**src/rtl/gain_trim_pkg.sv**
```systemverilog
package gain_trim_pkg;

    localparam int DEF_SAMPLE_W = 12;
    localparam int DEF_CODE_W   = 7;
    localparam int TRIM_FRAC    = 13;

    typedef enum logic [1:0] {
        CLAMP_NONE = 2'd0,
        CLAMP_HIGH = 2'd1,
        CLAMP_LOW  = 2'd2
    } clamp_e;

    function automatic int prod_width(input int sw, input int cw);
        return sw + cw + 1;
    endfunction

endpackage

```
**src/rtl/fgt_capture.sv**
```systemverilog
module fgt_capture
    import gain_trim_pkg::*;
#(
    parameter int SAMPLE_W = DEF_SAMPLE_W,
    parameter int CODE_W   = DEF_CODE_W,
    localparam int PROD_W  = prod_width(SAMPLE_W, CODE_W)
) (
    input  logic                       clk,
    input  logic                       rst,
    input  logic                       in_valid,
    input  logic signed [SAMPLE_W-1:0] in_data,
    input  logic        [CODE_W-1:0]   in_code,
    output logic                       s1_valid,
    output logic signed [SAMPLE_W-1:0] s1_sample,
    output logic signed [PROD_W-1:0]   s1_prod
);

    typedef struct packed {
        logic                       valid;
        logic signed [SAMPLE_W-1:0] sample;
        logic signed [PROD_W-1:0]   prod;
    } cap_t;

    cap_t cap_q;
    logic signed [PROD_W-1:0] ext_sample;
    logic signed [PROD_W-1:0] ext_code;
    logic signed [PROD_W-1:0] prod_c;

    // Sign-extend the sample, zero-extend the code: the product fits in PROD_W.
    assign ext_sample = {{(PROD_W-SAMPLE_W){in_data[SAMPLE_W-1]}}, in_data};
    assign ext_code   = {{(PROD_W-CODE_W){1'b0}}, in_code};
    assign prod_c     = ext_sample * ext_code;

    always_ff @(posedge clk) begin
        if (rst) begin
            cap_q <= '0;
        end else begin
            cap_q.valid <= in_valid;
            if (in_valid) begin
                cap_q.sample <= in_data;
                cap_q.prod   <= prod_c;
            end
        end
    end

    assign s1_valid  = cap_q.valid;
    assign s1_sample = cap_q.sample;
    assign s1_prod   = cap_q.prod;

endmodule

```
**src/rtl/fgt_round_sat.sv**
```systemverilog
module fgt_round_sat
    import gain_trim_pkg::*;
#(
    parameter int SAMPLE_W = DEF_SAMPLE_W,
    parameter int CODE_W   = DEF_CODE_W,
    parameter int FRAC     = TRIM_FRAC,
    localparam int PROD_W  = prod_width(SAMPLE_W, CODE_W),
    localparam int SUM_W   = PROD_W + 1
) (
    input  logic                       clk,
    input  logic                       rst,
    input  logic                       s1_valid,
    input  logic signed [SAMPLE_W-1:0] s1_sample,
    input  logic signed [PROD_W-1:0]   s1_prod,
    output logic                       out_valid,
    output logic signed [SAMPLE_W-1:0] out_data
);

    localparam logic signed [SUM_W-1:0] HALF_LSB = SUM_W'(1) <<< (FRAC - 1);
    localparam logic signed [SUM_W-1:0] TOP_V    = SUM_W'((1 <<< (SAMPLE_W - 1)) - 1);
    localparam logic signed [SUM_W-1:0] BOT_V    = -TOP_V - SUM_W'(1);
    localparam logic [SAMPLE_W-1:0]     TOP_S    = {1'b0, {(SAMPLE_W-1){1'b1}}};
    localparam logic [SAMPLE_W-1:0]     BOT_S    = {1'b1, {(SAMPLE_W-1){1'b0}}};

    typedef struct packed {
        logic                       valid;
        logic signed [SAMPLE_W-1:0] data;
    } res_t;

    logic signed [SUM_W-1:0] prod_ext;
    logic signed [SUM_W-1:0] biased;
    logic signed [SUM_W-1:0] delta;
    logic signed [SUM_W-1:0] total;
    clamp_e                  clamp;
    logic signed [SAMPLE_W-1:0] next_data;
    res_t                    res_q;

    always_comb begin
        prod_ext = {s1_prod[PROD_W-1], s1_prod};
        biased   = prod_ext + HALF_LSB;
        delta    = biased >>> FRAC;
        total    = {{(SUM_W-SAMPLE_W){s1_sample[SAMPLE_W-1]}}, s1_sample} + delta;
        if (total > TOP_V)      clamp = CLAMP_HIGH;
        else if (total < BOT_V) clamp = CLAMP_LOW;
        else                    clamp = CLAMP_NONE;
        unique case (clamp)
            CLAMP_HIGH: next_data = TOP_S;
            CLAMP_LOW:  next_data = BOT_S;
            default:    next_data = total[SAMPLE_W-1:0];
        endcase
    end

    always_ff @(posedge clk) begin
        if (rst) begin
            res_q <= '0;
        end else begin
            res_q.valid <= s1_valid;
            if (s1_valid) begin
                res_q.data <= next_data;
            end
        end
    end

    assign out_valid = res_q.valid;
    assign out_data  = res_q.data;

endmodule

```
**src/rtl/fine_gain_trim.sv**
```systemverilog
module fine_gain_trim
    import gain_trim_pkg::*;
#(
    parameter int SAMPLE_W = DEF_SAMPLE_W,
    parameter int CODE_W   = DEF_CODE_W,
    localparam int PROD_W  = prod_width(SAMPLE_W, CODE_W)
) (
    input  logic                       clk,
    input  logic                       rst,
    input  logic                       in_valid,
    input  logic signed [SAMPLE_W-1:0] in_data,
    input  logic        [CODE_W-1:0]   in_code,
    output logic                       out_valid,
    output logic signed [SAMPLE_W-1:0] out_data
);

    logic                       s1_valid;
    logic signed [SAMPLE_W-1:0] s1_sample;
    logic signed [PROD_W-1:0]   s1_prod;

    fgt_capture #(
        .SAMPLE_W (SAMPLE_W),
        .CODE_W   (CODE_W)
    ) u_capture (
        .clk       (clk),
        .rst       (rst),
        .in_valid  (in_valid),
        .in_data   (in_data),
        .in_code   (in_code),
        .s1_valid  (s1_valid),
        .s1_sample (s1_sample),
        .s1_prod   (s1_prod)
    );

    fgt_round_sat #(
        .SAMPLE_W (SAMPLE_W),
        .CODE_W   (CODE_W),
        .FRAC     (TRIM_FRAC)
    ) u_round_sat (
        .clk       (clk),
        .rst       (rst),
        .s1_valid  (s1_valid),
        .s1_sample (s1_sample),
        .s1_prod   (s1_prod),
        .out_valid (out_valid),
        .out_data  (out_data)
    );

endmodule

```
**config.mk**
```make
export PLATFORM = sky130hd
export DESIGN_NAME = fine_gain_trim
export DESIGN_NICKNAME = d
export VERILOG_FILES = /design/src/rtl/gain_trim_pkg.sv /design/src/rtl/fgt_capture.sv /design/src/rtl/fgt_round_sat.sv /design/src/rtl/fine_gain_trim.sv
export SDC_FILE = /design/constraint.sdc
export NUM_CORES = 1
export LEC_CHECK = 0
export ABC_AREA = 0
export BUFFER_PORTS_ARGS = -buffer_cell sky130_fd_sc_hd__buf_2
export CAP_MARGIN = 20
export CORE_AREA = 2 2 142 144
export CTS_BUF_LIST = sky130_fd_sc_hd__clkbuf_2 sky130_fd_sc_hd__clkbuf_4 sky130_fd_sc_hd__clkbuf_8
export CTS_CLUSTER_SIZE = 12
export DETAILED_ROUTE_END_ITERATION = 10
export DIE_AREA = 0 0 144 146
export GPL_TIMING_DRIVEN = 0
export SLEW_MARGIN = 20
export SYNTH_ARGS = -nofsm -noshare
export SYNTH_HDL_FRONTEND = slang
export SYNTH_HIERARCHICAL = 1
export SYNTH_SLANG_ARGS = --single-unit
```
**constraint.sdc**
```tcl
create_clock -name clk -period 7.05 [get_ports clk]
set_clock_uncertainty 0.1 [all_clocks]
set_input_delay 0.3525 -clock clk [delete_from_list [all_inputs] [get_ports clk]]
set_output_delay 0.3525 -clock clk [all_outputs]
set_load 0.05 [all_outputs]
```
==> results.sh, run 1 <==
export IMPL_status="finished clean"
export IMPL_cts_htree_levels=2
export IMPL_max_stage_delay_ps=530
export IMPL_rsz0062_at_grt="false"
export IMPL_drc=0
export IMPL_syn_avg_cell_area_sq_um=8.67
export IMPL_grt_ovfl_total=0
export IMPL_synthCells=605
export IMPL_start_kind="input pin"
export IMPL_fin_crit_sh_pct=68.2
export IMPL_ant_nets=0
export IMPL_crit_top_cell="fa_1"
export IMPL_gr_usage_met2_pct=20.0
export IMPL_gp_congestion=0.770
export IMPL_cts_resized=0
export IMPL_die_area_sq_um=21000
export IMPL_drive_gt1_share_pct=11.6
export IMPL_clkTransAtPathRegs_ps=60
export IMPL_tritoncts="built"
export IMPL_drtIter0Drc=243
export IMPL_area_growth_pct=11.4
export IMPL_cp_depth=18
export IMPL_crit_arrival_ps=4880
export IMPL_die_h_um=146
export IMPL_cp_slowest_cell="fa_1"
export IMPL_hold_violations=0
export IMPL_slew_violations=0
export IMPL_cts_sinks=34
export IMPL_r2r_cells=11
export IMPL_critical_path_class="in2reg"
export IMPL_ctsLongestPathBuffers=2
export IMPL_viasPerCell=4.43
export IMPL_nFillCells=2108
export IMPL_grt_busiest_layer="met2"
export IMPL_slew_headroom_pct=54.1
export IMPL_n_antenna_cell=0
export IMPL_drt_total_wl_um=11000
export IMPL_synth_area_sq_um=5250
export IMPL_worst_ir_drop_vdd_mv=0.119
export IMPL_grt_use_met3_pct=1.18
export IMPL_cts_root_buf="clkbuf_8"
export IMPL_dr_pass1_iters=4
export IMPL_min_path_type="in2reg"
export IMPL_syn_nets=749
export IMPL_power_leakage_nw=2.84
export IMPL_port_buffer_count=34
export IMPL_cp_cell_sequence="buf_2 -> clkbuf_1 -> nand2_1 -> fa_1 -> fa_1 -> inv_1 -> fa_1 -> inv_1 -> fa_1 -> inv_1 -> ha_1 -> and2_4 -> a221oi_2 -> a21oi_2 -> o31a_1 -> or3_1 -> nand3_1 -> a21oi_1"
export IMPL_total_power_mw=1.52
export IMPL_crit_required_ps=7130
export IMPL_antenna_found_initial=0
export IMPL_synth_warnings=6
export IMPL_grt_max_degree=13
export IMPL_start_util_pct=27.1
export IMPL_die_w_um=144
export IMPL_maxCapViolCount=0
export IMPL_coreArea_sq_um=19300
export IMPL_numCtsBuffers=5
export IMPL_grt_pass1_wl_um=19900
export IMPL_worst_pin_slew_ps=688
export IMPL_final_min_clock_period_ps=4810
export IMPL_end_kind="register"
export IMPL_grt_pass1_vias=4182
export IMPL_track_usage_pct=11.5
export IMPL_fin_nets=790
export IMPL_drt_wirelength_per_cell_um=12.1
export IMPL_max_freq_ghz=0.208
export IMPL_tns_ps=0
export IMPL_ctsHoldBuffers=0
export IMPL_holdWs_ps=308
export IMPL_insertion_delay_ps=290
export IMPL_setup_viol=0
export IMPL_hpwl_um=9200
export IMPL_min_delay_path_depth=2
export IMPL_path_buf_inv=5
export IMPL_rows=51
export IMPL_cp_max_fo=10
export IMPL_via_count=4043
export IMPL_pwr_density_cell_nw_per_um2=261
export IMPL_cpLargestDelayFamily="adder cells"
export IMPL_use_met1_pct=15.7
export IMPL_cts_setup_buffers=0
export IMPL_ioPinCount=35
[state kept, by name, summed over array words and instances (netlist names)]
register and count:
u_capture/s1_sample 12, u_capture/s1_prod 8, u_round_sat/out_data 12, u_round_sat/out_valid 1, u_capture/s1_valid 1
[metal layers]
layer  part of all wire, %  wire, um
met1                    49      5390
met4                  0.76        84
met3                   2.7       303
met5                     0         0
met2                    48      5270
[metrics by stage]
stage	instance area, sq um	std cells	utilization [%]	worst slack, ps
after global routing	5840	912	30.2	1920
final	5840	912	30.2	2240
after CTS	5840	912	30.2	2260
after global placement	5750	904	29.7	1970
after detailed placement	5750	904	29.7	1960
after floorplan	5250	605	-	2470
[worst paths after layout]
path / startpoint / to / slack, ps
worst min-delay path: rst / u_round_sat/out_data[11] / 310
worst min register to register: u_round_sat/out_data[11] / u_round_sat/out_data[11] / 390
worst max register to register: u_capture/s1_prod[12] / u_round_sat/out_data[4] / 3890
worst max-delay path: in_code[4] / u_capture/s1_prod[12] / 2240
[area by class of cell]
type	instances	area [sq um]	area share, %
Buffer	20	109	1.86
Clock buffer	7	90.1	1.54
Clock inverter	1	5.00	0.0857
Inverter	114	428	7.32
Multi-Input combinational cell	437	4030	68.9
Sequential cell	34	681	11.7
Tap cell	265	332	5.68
Timing Repair Buffer	34	170	2.91
[power breakdown]
group	leakage [nW]	switching, mW	internal [mW]
logic	2.50	0.660	0.463
registers	0.281	0.0277	0.223
clock network	0.0517	0.0689	0.0826
[cells in the final DEF, fill, tap and decap left out, types with 3 or more instances in the layout]
| master | count |
|---|---|
| a211oi_2 | 11 |
| a21o_1 | 10 |
| a21oi_1 | 20 |
| a21oi_2 | 3 |
| a31oi_1 | 3 |
| and2_1 | 57 |
| buf_2 | 35 |
| clkbuf_1 | 14 |
| clkbuf_8 | 8 |
| dfxtp_1 | 34 |
| fa_1 | 67 |
| ha_1 | 55 |
| inv_1 | 114 |
| mux2i_1 | 15 |
| nand2_1 | 49 |
| nand2b_1 | 7 |
| nand3_1 | 10 |
| nand4_1 | 6 |
| nor2_1 | 41 |
| o211ai_1 | 6 |
| o21ai_0 | 11 |
| o21bai_1 | 3 |
| xnor2_1 | 16 |
| xor2_1 | 5 |
(Power assumes the default switching activity.)
==> inputs of run 2 (changes only) <==
==> constraint.sdc (replaced) <==
create_clock -name clk -period 4.37 [get_ports clk]
set_clock_uncertainty 0.1 [all_clocks]
set_input_delay 0.2185 -clock clk [delete_from_list [all_inputs] [get_ports clk]]
set_output_delay 0.2185 -clock clk [all_outputs]
set_load 0.05 [all_outputs]
==> run 2 against run 1 <==
  * Non-clock buffer count unchanged
  * Register-to-register slack got worse by 2700 ps
  * Die area unchanged
  * Critical path depth grew 1
  * Clock-buffer cell count shrank 1
  * Design area up 2.7%
  * Global-route usage is essentially flat
  * Clock power is 95% higher
==> results.sh, run 2 (synthesized netlist as in run 1, its figures left out) <==
export IMPL_power_leakage_nw=2.88
export IMPL_post_place_cells=904
export IMPL_tritoncts="built"
export IMPL_drt_wirelength_per_cell_um=12.7
export IMPL_slew_headroom_pct=53.7
export IMPL_final_cell_mix="inv_1 (114), fa_1 (64), and2_1 (57), ha_1 (51), nand2_1 (47)"
export IMPL_end_kind="register"
export IMPL_via_count=4099
export IMPL_die_w_um=144
export IMPL_die_h_um=146
export IMPL_total_power_mw=2.64
export IMPL_crit_top_cell="fa_1"
export IMPL_start_util_pct=27.1
export IMPL_port_buffer_count=34
export IMPL_fin_cells=912
export IMPL_rsz0062_at_grt="false"
export IMPL_grt_ovfl_total=0
export IMPL_track_usage_pct=11.5
export IMPL_cts_htree_levels=2
export IMPL_drt_total_wl_um=11600
export IMPL_hold_violations=0
export IMPL_layout_commonest_cell="inv_1"
export IMPL_clkTransAtPathRegs_ps=80
export IMPL_drc=0
export IMPL_final_min_clock_period_ps=4180
export IMPL_status="finished clean"
export IMPL_drive_gt1_share_pct=14.4
export IMPL_ioPinCount=35
export IMPL_rows=51
export IMPL_cp_max_fo=5
export IMPL_final_cell_area_sq_um=6000
export IMPL_grt_max_degree=13
export IMPL_n_antenna_cell=0
export IMPL_max_freq_ghz=0.239
export IMPL_place_area_sq_um=5750
export IMPL_grt_pass1_wl_um=19900
export IMPL_crit_required_ps=4500
export IMPL_start_kind="input pin"
export IMPL_r2r_setup_slack_ps=1170
export IMPL_viasPerCell=4.49
export IMPL_numCtsBuffers=5
export IMPL_holdWs_ps=164
export IMPL_maxCapViolCount=0
export IMPL_setup_viol=0
export IMPL_crit_arrival_ps=4310
export IMPL_coreArea_sq_um=19300
export IMPL_fin_nets=790
export IMPL_pwr_density_cell_nw_per_um2=441
export IMPL_gp_congestion=0.784
export IMPL_die_area_sq_um=21000
export IMPL_hpwl_um=9300
export IMPL_min_path_type="in2reg"
export IMPL_fin_crit_sh_pct=95.6
export IMPL_antenna_found_initial=0
export IMPL_grt_pass1_vias=4262
export IMPL_worst_ir_drop_vdd_mv=0.219
export IMPL_area_growth_pct=14.4
export IMPL_ctsLongestPathBuffers=2
export IMPL_max_stage_delay_ps=550
export IMPL_critical_path_class="in2reg"
export IMPL_cts_sinks=34
export IMPL_cp_cell_sequence="buf_6 -> buf_8 -> nand2_1 -> fa_1 -> inv_1 -> fa_1 -> fa_1 -> inv_1 -> fa_1 -> inv_1 -> ha_4 -> o211ai_1 -> a21oi_2 -> nor4_4 -> o31a_1 -> buf_4 -> xnor2_1 -> mux2i_1 -> nor2_1"
export IMPL_slew_violations=0
export IMPL_ant_nets=0
export IMPL_dr_pass1_iters=4
export IMPL_worst_pin_slew_ps=695
export IMPL_nFillCells=2081
export IMPL_drtIter0Drc=196
export IMPL_cts_root_buf="clkbuf_8"
export IMPL_insertion_delay_ps=290
export IMPL_cp_slowest_cell="fa_1"
==> run 2: cell types whose count changed in the layout (fill, tap and decap cells not counted), sizes merged <==
| cell | before | now |
|---|---|---|
| clkbuf | 25 | 22 |
| clkinvlp | 0 | 1 |
| buf | 36 | 38 |
| clkinv | 1 | 0 |
| bufinv | 0 | 1 |
==> run 2: repair_timing <==
action	in CTS	in global routing
buffers inserted	0	1
endpoints found under the setup margin	5	7
hold buffers	0	0
resized for setup	6	25
cloned	0	2
pin swaps	1	14
==> run 2: final timing paths <==
path | from | to | cells past startpoint
setup / recovery | in_code[4] | u_capture/s1_prod[15] | 19
hold / removal | rst | u_round_sat/out_valid | 2
setup reg to reg | u_capture/s1_prod[12] | u_round_sat/out_data[5] | 11
hold reg to reg | u_round_sat/out_data[11] | u_round_sat/out_data[11] | 2
==> run 2: stage by stage <==
| stage | TNS (ps) | setup slack, ps | util (%) |
|---|---|---|---|
| 6_report | 0 | 192 | 31.0 |
| 5_1_grt | 0 | 12.5 | 31.0 |
| 4_1_cts | 0 | 47.0 | 30.4 |
| 3_5_place_dp | -2260 | -378 | 29.7 |
| 3_3_place_gp | -1990 | -352 | 29.7 |
| 2_1_floorplan | 0 | 33.8 | - |
==> run 2: cell type report <==
cell class              instances  area, sq um  area share (%)
inverters                     114          428            7.13
well taps                     265          332            5.53
repair buffers                 37          224            3.73
clock buffers                   6         76.3            1.27
plain buffers                  17          118            1.96
flip-flops and latches         34          681            11.3
multi-input cells             437         4110            68.4
clock inverters                 2         37.5           0.626
==> run 2: worst max-delay path: cells and delay by family <==
family                     cells  cell delay (ps)
AOI/OAI and AO/OA              3              640
xor gates and xnor gates       1              180
buffers and inverters          6              540
muxes                          1              100
adders and majority gates      5             2380
and+or+nand+nor                3              240
==> run 2: routing by layer <==
metal  vias up  GRT usage [%]  share of wire, %
met4         0           1.91              0.62
met5         -              0                 0
met2        67           20.0                48
met3         8           1.15               3.8
met1      2011           15.7                48
li1       2013              -                 -
==> run 2: power breakdown <==
group | switching, mW | internal [mW]
clock network | 0.118 | 0.176
registers | 0.0441 | 0.359
logic | 1.12 | 0.826
total | 1.28 | 1.36
